===== config.mk =====
export PLATFORM = sky130hd
export DESIGN_NAME = orfab_fabric
export DESIGN_NICKNAME = d
export VERILOG_FILES = /design/src/rtl/orfab_pkg.sv /design/src/rtl/orfab_mode_ctrl.sv /design/src/rtl/orfab_xbar.sv /design/src/rtl/orfab_cell.sv /design/src/rtl/orfab_fabric.sv
export SDC_FILE = /design/constraint.sdc
export NUM_CORES = 2
export LEC_CHECK = 0
export BUFFER_PORTS_ARGS = -buffer_cell sky130_fd_sc_hd__buf_2
export CAP_MARGIN = 20
export CORE_MARGIN = 2
export CORE_UTILIZATION = 31
export DETAILED_ROUTE_END_ITERATION = 10
export HOLD_SLACK_MARGIN = 0.06
export PLACE_DENSITY = 0.54
export SETUP_SLACK_MARGIN = 0.1
export SYNTH_ARGS = -nofsm -noshare
export SYNTH_HDL_FRONTEND = slang
export SYNTH_SLANG_ARGS = --single-unit
export TNS_END_PERCENT = 5

===== constraint.sdc =====
create_clock -name clk -period 2.4 [get_ports clk]
set_input_delay 0 -clock clk [delete_from_list [all_inputs] [get_ports clk]]
set_output_delay 0 -clock clk [all_outputs]
set_load 0.02 [all_outputs]

===== src/rtl/orfab_pkg.sv =====
// Shared definitions for the OR-input flip-flop array.
// Assumes nothing beyond standard SystemVerilog.
package orfab_pkg;
    // Polarity of a crosspoint literal.
    typedef enum logic {
        LIT_TRUE = 1'b0,
        LIT_COMP = 1'b1
    } lit_pol_e;

    // Index width that stays at least one bit for tiny arrays.
    function automatic int unsigned idx_w(input int unsigned n);
        return (n > 1) ? $clog2(n) : 1;
    endfunction
endpackage


===== src/rtl/orfab_mode_ctrl.sv =====
// Mode controller: turns the program-mode level into a freeze signal and a
// single-cycle clear pulse on the first run edge after a program period.
// Assumes prog_en is synchronous to clk.
module orfab_mode_ctrl (
    input  logic clk,
    input  logic rst_n,
    input  logic prog_en,
    output logic hold,
    output logic clr
);
    logic prog_q;

    // Remember whether the previous edge was in program mode.
    always_ff @(posedge clk) begin
        if (!rst_n) prog_q <= 1'b0;
        else        prog_q <= prog_en;
    end

    assign hold = prog_en;
    assign clr  = !prog_en && prog_q;

    // the clear lasts exactly one edge.
    p_clear_single_r5: assert property (@(posedge clk) disable iff (!rst_n)
        clr |=> !clr);
endmodule


===== src/rtl/orfab_xbar.sv =====
// Crosspoint store and wired-OR evaluation. Holds one enable bit per
// (target, source, polarity), accepts single-bit writes only in program mode,
// returns the addressed bit combinationally, and forms each target's OR.
// Assumes src_vec carries cell outputs first, then stream inputs.
module orfab_xbar
    import orfab_pkg::*;
#(
    parameter int unsigned NCELL = 16,
    parameter int unsigned NSRC  = 20,
    parameter int unsigned TW    = 4,
    parameter int unsigned SW    = 5
) (
    input  logic             clk,
    input  logic             rst_n,
    input  logic             prog_en,
    input  logic             cfg_we,
    input  logic [TW-1:0]    cfg_tgt,
    input  logic [SW-1:0]    cfg_src,
    input  logic             cfg_pol,
    input  logic             cfg_wdata,
    output logic             cfg_rdata,
    input  logic [NSRC-1:0]  src_vec,
    output logic [NCELL-1:0] d_vec
);
    logic [NCELL-1:0][NSRC-1:0] cfg_t;
    logic [NCELL-1:0][NSRC-1:0] cfg_c;
    logic addr_ok;
    logic wr_ok;

    // Address is valid when both indices fall inside the array.
    assign addr_ok = (int'(cfg_tgt) < int'(NCELL)) && (int'(cfg_src) < int'(NSRC));
    assign wr_ok   = prog_en && cfg_we && addr_ok;

    // Store one crosspoint bit per write; reset clears the whole store.
    always_ff @(posedge clk) begin
        if (!rst_n) begin
            cfg_t <= '0;
            cfg_c <= '0;
        end else if (wr_ok) begin
            if (cfg_pol == LIT_COMP) cfg_c[cfg_tgt][cfg_src] <= cfg_wdata;
            else                     cfg_t[cfg_tgt][cfg_src] <= cfg_wdata;
        end
    end

    // Readback of the addressed crosspoint, zero outside the array.
    always_comb begin
        cfg_rdata = 1'b0;
        if (addr_ok) begin
            cfg_rdata = (cfg_pol == LIT_COMP) ? cfg_c[cfg_tgt][cfg_src]
                                              : cfg_t[cfg_tgt][cfg_src];
        end
    end

    // One OR per target over its enabled true and inverted literals.
    for (genvar t = 0; t < NCELL; t++) begin : g_eval
        assign d_vec[t] = (|(cfg_t[t] & src_vec)) | (|(cfg_c[t] & ~src_vec));
    end

    // the store does not move outside program mode.
    p_store_frozen_r3: assert property (@(posedge clk) disable iff (!rst_n)
        !prog_en |=> ($stable(cfg_t) && $stable(cfg_c)));

    // an accepted write lands at its address.
    p_write_lands_r2: assert property (@(posedge clk) disable iff (!rst_n)
        wr_ok |=> ((($past(cfg_pol) == LIT_COMP)
                    ? cfg_c[$past(cfg_tgt)][$past(cfg_src)]
                    : cfg_t[$past(cfg_tgt)][$past(cfg_src)]) == $past(cfg_wdata)));
endmodule


===== src/rtl/orfab_cell.sv =====
// One array cell: a D flip-flop that is frozen in program mode, cleared by
// the exit pulse, and otherwise loads its evaluated OR.
// Assumes hold and clr are never both high.
module orfab_cell (
    input  logic clk,
    input  logic rst_n,
    input  logic hold,
    input  logic clr,
    input  logic d,
    output logic q
);
    // State update with priority reset, freeze, clear, evaluate.
    always_ff @(posedge clk) begin
        if (!rst_n)      q <= 1'b0;
        else if (hold)   q <= q;
        else if (clr)    q <= 1'b0;
        else             q <= d;
    end

    // frozen during program mode.
    p_hold_in_prog_r4: assert property (@(posedge clk) disable iff (!rst_n)
        hold |=> $stable(q));

    // the exit pulse leaves the cell at 0.
    p_clear_on_exit_r5: assert property (@(posedge clk) disable iff (!rst_n)
        clr |=> !q);
endmodule


===== src/rtl/orfab_fabric.sv =====
// Top of the OR-input flip-flop array: ROWS x COLS cells, a crosspoint store
// and a mode controller. Sources are all cell outputs followed by NSTREAM
// external stream inputs; each may be taken true or inverted.
// Assumes all inputs are synchronous to clk.
module orfab_fabric
    import orfab_pkg::*;
#(
    parameter int unsigned ROWS    = 4,
    parameter int unsigned COLS    = 4,
    parameter int unsigned NSTREAM = 4,
    localparam int unsigned NCELL  = ROWS * COLS,
    localparam int unsigned NSRC   = NCELL + NSTREAM,
    localparam int unsigned TW     = idx_w(NCELL),
    localparam int unsigned SW     = idx_w(NSRC)
) (
    input  logic               clk,
    input  logic               rst_n,
    input  logic               prog_en,
    input  logic               cfg_we,
    input  logic [TW-1:0]      cfg_tgt,
    input  logic [SW-1:0]      cfg_src,
    input  logic               cfg_pol,
    input  logic               cfg_wdata,
    output logic               cfg_rdata,
    input  logic [NSTREAM-1:0] stream_i,
    output logic [NCELL-1:0]   q_o,
    output logic [NCELL-1:0]   qn_o
);
    logic [NCELL-1:0] q_vec;
    logic [NCELL-1:0] d_vec;
    logic [NSRC-1:0]  src_vec;
    logic             hold;
    logic             clr_now;

    assign src_vec = {stream_i, q_vec};

    orfab_mode_ctrl u_mode (
        .clk     (clk),
        .rst_n   (rst_n),
        .prog_en (prog_en),
        .hold    (hold),
        .clr     (clr_now)
    );

    orfab_xbar #(
        .NCELL (NCELL),
        .NSRC  (NSRC),
        .TW    (TW),
        .SW    (SW)
    ) u_xbar (
        .clk       (clk),
        .rst_n     (rst_n),
        .prog_en   (prog_en),
        .cfg_we    (cfg_we),
        .cfg_tgt   (cfg_tgt),
        .cfg_src   (cfg_src),
        .cfg_pol   (cfg_pol),
        .cfg_wdata (cfg_wdata),
        .cfg_rdata (cfg_rdata),
        .src_vec   (src_vec),
        .d_vec     (d_vec)
    );

    for (genvar i = 0; i < NCELL; i++) begin : g_cell
        orfab_cell u_cell (
            .clk   (clk),
            .rst_n (rst_n),
            .hold  (hold),
            .clr   (clr_now),
            .d     (d_vec[i]),
            .q     (q_vec[i])
        );
    end

    assign q_o  = q_vec;
    assign qn_o = ~q_vec;

    // in steady run mode every cell takes its evaluated OR.
    p_eval_latched_r6: assert property (@(posedge clk) disable iff (!rst_n)
        (!prog_en && !clr_now) |=> (q_vec == $past(d_vec)));
endmodule


; Word-level counts from Yosys, hierarchy flattened
; Cells that the tools add are included.
[word_totals]
reg_bits = 657
inputBits = 19
[classes]
n_reduce_logical = 40
n_lt_le_gt_ge = 5
n_mux = 32
bitwise_logic = 51
[ops]
columns = cell, count
row1 = 20-bit AND, 32
row2 = 320-bit bitwise mux, 2
row3 = 20-bit OR reduction, 32
row4 = 20-bit binary-select mux with 4-bit select, 2
row5 = 20-bit demux with 4-bit select, 1
row6 = 20-bit two-way mux, 3
row7 = 1-bit two-way mux, 21
row8 = 20-bit inverter, 1
row9 = 16-bit inverter, 1
row10 = 1-bit bitwise OR, 16
row11 = 1-bit binary-select mux with 5-bit select, 2
row12 = 5-bit by 6-bit < comparator with 1-bit output (second input constant), 1
row13 = 1-bit demux with 5-bit select, 1
row14 = 5-bit by 1-bit greater-or-equal comparator with 1-bit output (second input constant), 1
row15 = 1-bit logical AND, 5
row16 = 4-bit by 5-bit < comparator with 1-bit output (second input constant), 1
row17 = 5-bit < comparator (second input constant), 1
row18 = 4-bit by 1-bit greater-or-equal comparator with 1-bit output (second input constant), 1
row19 = 2-bit AND reduction, 2
row20 = 1-bit logical NOT, 1
row21 = 1-bit inverter, 1

; Longest topological paths before layout
[depth]
depth_word = 7
mapped_depth = 12
ltp_nobuf = 7

; Modules after synthesis
; A second synthesis with hierarchy kept.
[unflattened]
cells_unflattened = 4069
hier_area_um2 = 33857.5
[modules_own_cells]
columns = mod, seq_area_each_um2, area_each_um2, cells_each, instances
row1 = orfab_xbar, 12812.3, 33093.0, 4001, 1
row2 = orfab_cell, 20.0, 41.3, 3, 16
row3 = orfab_fabric, 0.0, 60.1, 16, 1
row4 = orfab_mode_ctrl, 20.0, 43.8, 4, 1

; Worst setup path before layout
; OpenSTA, ideal clock, no wires.
[synth_path]
kind = register -> register
start = reg g_cell[1].u_cell.q
end = reg g_cell[14].u_cell.q
setup_slack_ns = 0.331
arrival_ns = 1.941
required_ns = 2.272
n_path_buf = 1
stages_incl_launch_ff = 8
cell_sequence = dfxtp_1 -> clkbuf_1 -> clkinv_1 -> a221o_1 -> a2111oi_0 -> nand4_1 -> nor4_1 -> o21ai_0
[synth_between]
elab_chain_cells = 5
word_cells_on_any_way = 7
[synth_lines]
columns = element, line_no
row1 = start: declaration, orfab_cell.sv:10  ; output logic q
row2 = start signal: assignment, orfab_cell.sv:15  ; else if (hold) q <= q;
row3 = 20-bit inverter, orfab_xbar.sv:56  ; assign d_vec[t] = (|(cfg_t[t] & src_vec)) | (|(cfg_c[t] & ~src_vec));
row4 = 20-bit AND, orfab_xbar.sv:56
row5 = 20-bit OR reduction, orfab_xbar.sv:56
row6 = 1-bit bitwise OR (*), orfab_xbar.sv:56
row7 = 1-bit two-way mux (*), orfab_cell.sv:16  ; else if (clr) q <= 1'b0;
row8 = end signal: assignment, orfab_cell.sv:15
row9 = end: declaration, orfab_cell.sv:10
; Mark *: on every way between the ends. The rest lies on a longest branch, timed or not.
; A chain may end at the register's enable or synchronous reset.

; Worst setup path in the final report
[layout_path]
start = reg u_xbar.cfg_c[12] (netlist bit)
end = out cfg_rdata
[layout_between]
elab_chain_cells = 6
[layout_lines]
columns = element, line_no
row1 = start: declaration, orfab_xbar.sv:26  ; logic [NCELL-1:0][NSRC-1:0] cfg_c;
row2 = start signal: indexed assignment, orfab_xbar.sv:40  ; if (cfg_pol == LIT_COMP) cfg_c[cfg_tgt][cfg_src] <= cfg_wdata;
row3 = 20-bit binary-select mux with 4-bit select, orfab_xbar.sv:49  ; cfg_rdata = (cfg_pol == LIT_COMP) ? cfg_c[cfg_tgt][cfg_src]
row4 = 20-bit two-way mux (implied by the code), orfab_xbar.sv:49
row5 = 1-bit binary-select mux with 5-bit select, orfab_xbar.sv:49
row6 = 1-bit two-way mux (implied by the code), orfab_xbar.sv:49
row7 = 1-bit two-way mux, orfab_xbar.sv:49
row8 = 1-bit two-way mux, orfab_xbar.sv:48  ; if (addr_ok) begin
row9 = end: declaration, orfab_fabric.sv:24  ; output logic cfg_rdata,
; Every way passes these cells. The select of a mux whose other input is x is not followed.

==> flow_summary_export.csv <==
group,metric,value,unit
cts,insertion_delay,660,ps
cts,htree_num_levels,3,
synthesis,yosysTopAreaCell,"dfxtp_1",
timing,whs,169,ps
outcome,status,"finished, violations left",
routing,totalWireLength,195,mm
cts,clk_pin_slew_worst_paths,60,ps
synthesis,synth-async-reset-ratio,0,%
floorplanning,die_h,333,µm
pwr,vdd_drop_max,0.000392,V
routing,drt_iter0_drc,6170,
timing,worst_slew_pin_slew,775,ps
layout,nNetsFinal,4289,
synthesis,postSynthAreaPerCell,8.32,µm²
layout,multiInputGateArea,0.0184,mm²
timing,setup_slack,-773,ps
layout,seq_area,0.0132,mm²
global_routing,antenna_found_initial,20,
synthesis,synth-edff-count,0,
timing,report.final.slew_viol_count,0,
global_routing,grt_overflow_total,0,
routing,routedWlPerCell,34.1,µm
worst_setup_path,crit_chain,"mux4_2 > mux4_2 > a22oi_2 > o21ai_1 > nor4b_2 > a32oi_2 > buf_4",
synthesis,synth-xor-area-share,0,%
floorplanning,row_count,120,
synthesis,netlist.area_leader.share,39.3,%
synthesis,synth_seq_cells,657,
global_routing,grt_pass1_wl,267,mm
outcome,violations,"negative setup slack",
worst_setup_path,endpoint_kind,"output port",
synthesis,syn_area,0.0335,mm²
worst_setup_path,critical_path_arrival,3170,ps
placement,numPortBuffers,51,
routing,viasPerCell,6.34,
worst_setup_path,worstSetupStartpointType,"register",
cts,cts_tree,"yes",
layout,n_fill_cell,10819,
synthesis,synthSimpleGateAreaFrac,12.4,%
timing,min_period,3170,ps
synthesis,ys.warnings.count,0,
routing,drc_errors,0,
worst_setup_path,crit_type,"register to output port",
synthesis,synthesis.nets,4039,
synthesis,synth_mux_area_share,17.5,%
timing,fmax,0.315,GHz
placement,dp_slack,-375,ps
synthesis,ys_types,64,
floorplanning,die_w,333,µm
synthesis,ys_seq_area_share,39.3,%
global_routing,grt_max_degree,107,
layout,area_growth,24.4,%
timing,rsz0062_at_grt,"yes",
timing,skew,19.9,ps
hold_path,holdPathStages,5,
synthesis,synth_fa_ha_area_share,0,%
global_routing,grt_usage,34.0,%
synthesis,synth_top_family_by_area,"compound AO/OA/AOI/OAI gates",
timing,finalCritPeriodShare,132,%
timing,setup_viol,1,
pwr,p_leak,14.7,nW
timing,final_hold_viol_count,0,
placement,place.gp.congestion,1.12,
worst_setup_path,cpMostUsedCell,"mux4_2",
synthesis,yosys.cell_count.top_type,"nor2_1",
routing,firstDrtPassIters,8,
synthesis,yosys-top-cells-area,"dfxtp_1 (39%), a21oi_1 (9.7%), mux4_2 (9.6%), o21ai_0 (9.4%), nor2_1 (7.9%)",
cts,cts_buffers,74,
worst_setup_path,crit_family,"multiplexers",
worst_setup_path,crit_cells,7,
worst_setup_path,crit_required,2400,ps
timing,relSlewSlack,48.2,%
cts,cts_buffer_depth,3,
pwr,cellPowerDensity,593,mW/mm²
worst_setup_path,critPathBufInv,1,
routing,ant_nets,0,
floorplanning,start_util,31.3,%
synthesis,synth-compound-area-share,24.6,%
placement,hpwl,139,mm
worst_setup_path,crit_slowest_cell,"mux4_2",
global_routing,first_global_vias,32492,
worst_setup_path,ff2ff_path_depth,7,
layout,final_util,38.9,%
synthesis,synthTopCellsByCount,"nor2_1 (700), dfxtp_1 (657), a21oi_1 (651), o21ai_0 (629), clkbuf_1 (373)",
cts,clockRootBuffer,"clkbuf_16",
synthesis,syn-instance-count,4020,
worst_setup_path,worstPathMaxFanout,3,
floorplanning,core_area,0.107,mm²
floorplanning,io_pins,52,
routing,vias,36375,
floorplanning,fp.dieArea,0.111,mm²
run,drv_cap,0,
worst_setup_path,slowest_delay,600,ps
hold_path,hold_path.class,"input pin to register",
cts,cts_sinks,657,
synthesis,synthFlopType,"dfxtp_1",
layout,drive_gt1_share,22.4,%
## layout make-up
type,count,share of cell area (%)
multi-input cells,2882,44.3
flip-flops and latches,657,31.6
repair buffers,632,13.6
clock buffers,119,5.52
well taps,1403,4.22
clock inverters,13,0.481
inverters,23,0.228
diodes,8,0.0481
## power breakdown
group / leakage [nW] / internal (mW) / total (mW) / switching, mW
clock network: 1.22 / 7.08 / 12.1 / 4.99
registers: 5.29 / 10.9 / 10.9 / 0.00431
logic: 8.22 / 0.593 / 1.71 / 1.11
## sequential cells by signal (all words and copies together), names as in the netlist
name,flops
u_xbar.cfg_c,320
u_xbar.cfg_t,320
g_cell.u_cell.q,16
u_mode.prog_q,1
## worst reg2reg max path: stages (launching register included)
cell	delay [ps]
dfxtp_2	490
clkinv_1	160
buf_4	300
a22o_1	320
a221oi_1	340
nand4_1	250
nor4_1	200
o21ai_0	90
## routing by layer
metal / GRT usage, % / routed length [µm]
met1: 45.7 / 75300
met2: 48.1 / 78900
met3: 11.3 / 29100
met4: 17.5 / 12100
met5: 0 / 57
## per-stage QoR
step	total power, mW	TNS [ps]	instance area (µm²)	cells
after detailed placement	12.8	-403	39000	5594
after CTS	24.6	-669	41600	5729
after global placement	12.8	-1210	39000	5593
after global routing	25.1	-721	41600	5729
final	24.7	-773	41600	5737
after floorplan	12.1	0	33500	4020
## path summary, 6_finish.rpt
check	startpoint	endpoint	slack [ps]
min reg2reg	u_xbar.cfg_c[17]	u_xbar.cfg_c[17]	500
min	stream_i[3]	g_cell[1].u_cell.q	170
max	u_xbar.cfg_c[12]	cfg_rdata	-770
max reg2reg	g_cell[5].u_cell.q	g_cell[1].u_cell.q	110
## placed cells by master, fill, tap and decap left out, drive strengths merged, types with 56 or more instances in the layout
| cell | netlist | final |
|---|---|---|
| nand3 | 56 | 56 |
| dfxtp | 657 | 657 |
| o21ai | 664 | 664 |
| nand2 | 97 | 97 |
| mux2i | 202 | 202 |
| buf | 85 | 629 |
| nor2 | 701 | 701 |
| a221oi | 57 | 57 |
| a21oi | 651 | 651 |
| nand4 | 58 | 58 |
| mux4 | 158 | 158 |
| clkbuf | 373 | 120 |
## cells by family (layout without fill, tap and decap cells)
family,after synthesis,in the layout
muxes,379,379
DFF,657,657
other,0,8
AOI/OAI and AO/OA,1511,1511
and+or+nand+nor,992,992
buffers and inverters,481,787
## what timing repair did
action,in CTS,in global routing
hold buffers,2,0
pin swaps,4,1
gates resized for setup,13,15
setup buffers,1,0
hold endpoints to repair,234,0
endpoints found under the setup margin,7,13
No activity file was read; power rests on OpenSTA's default activity.
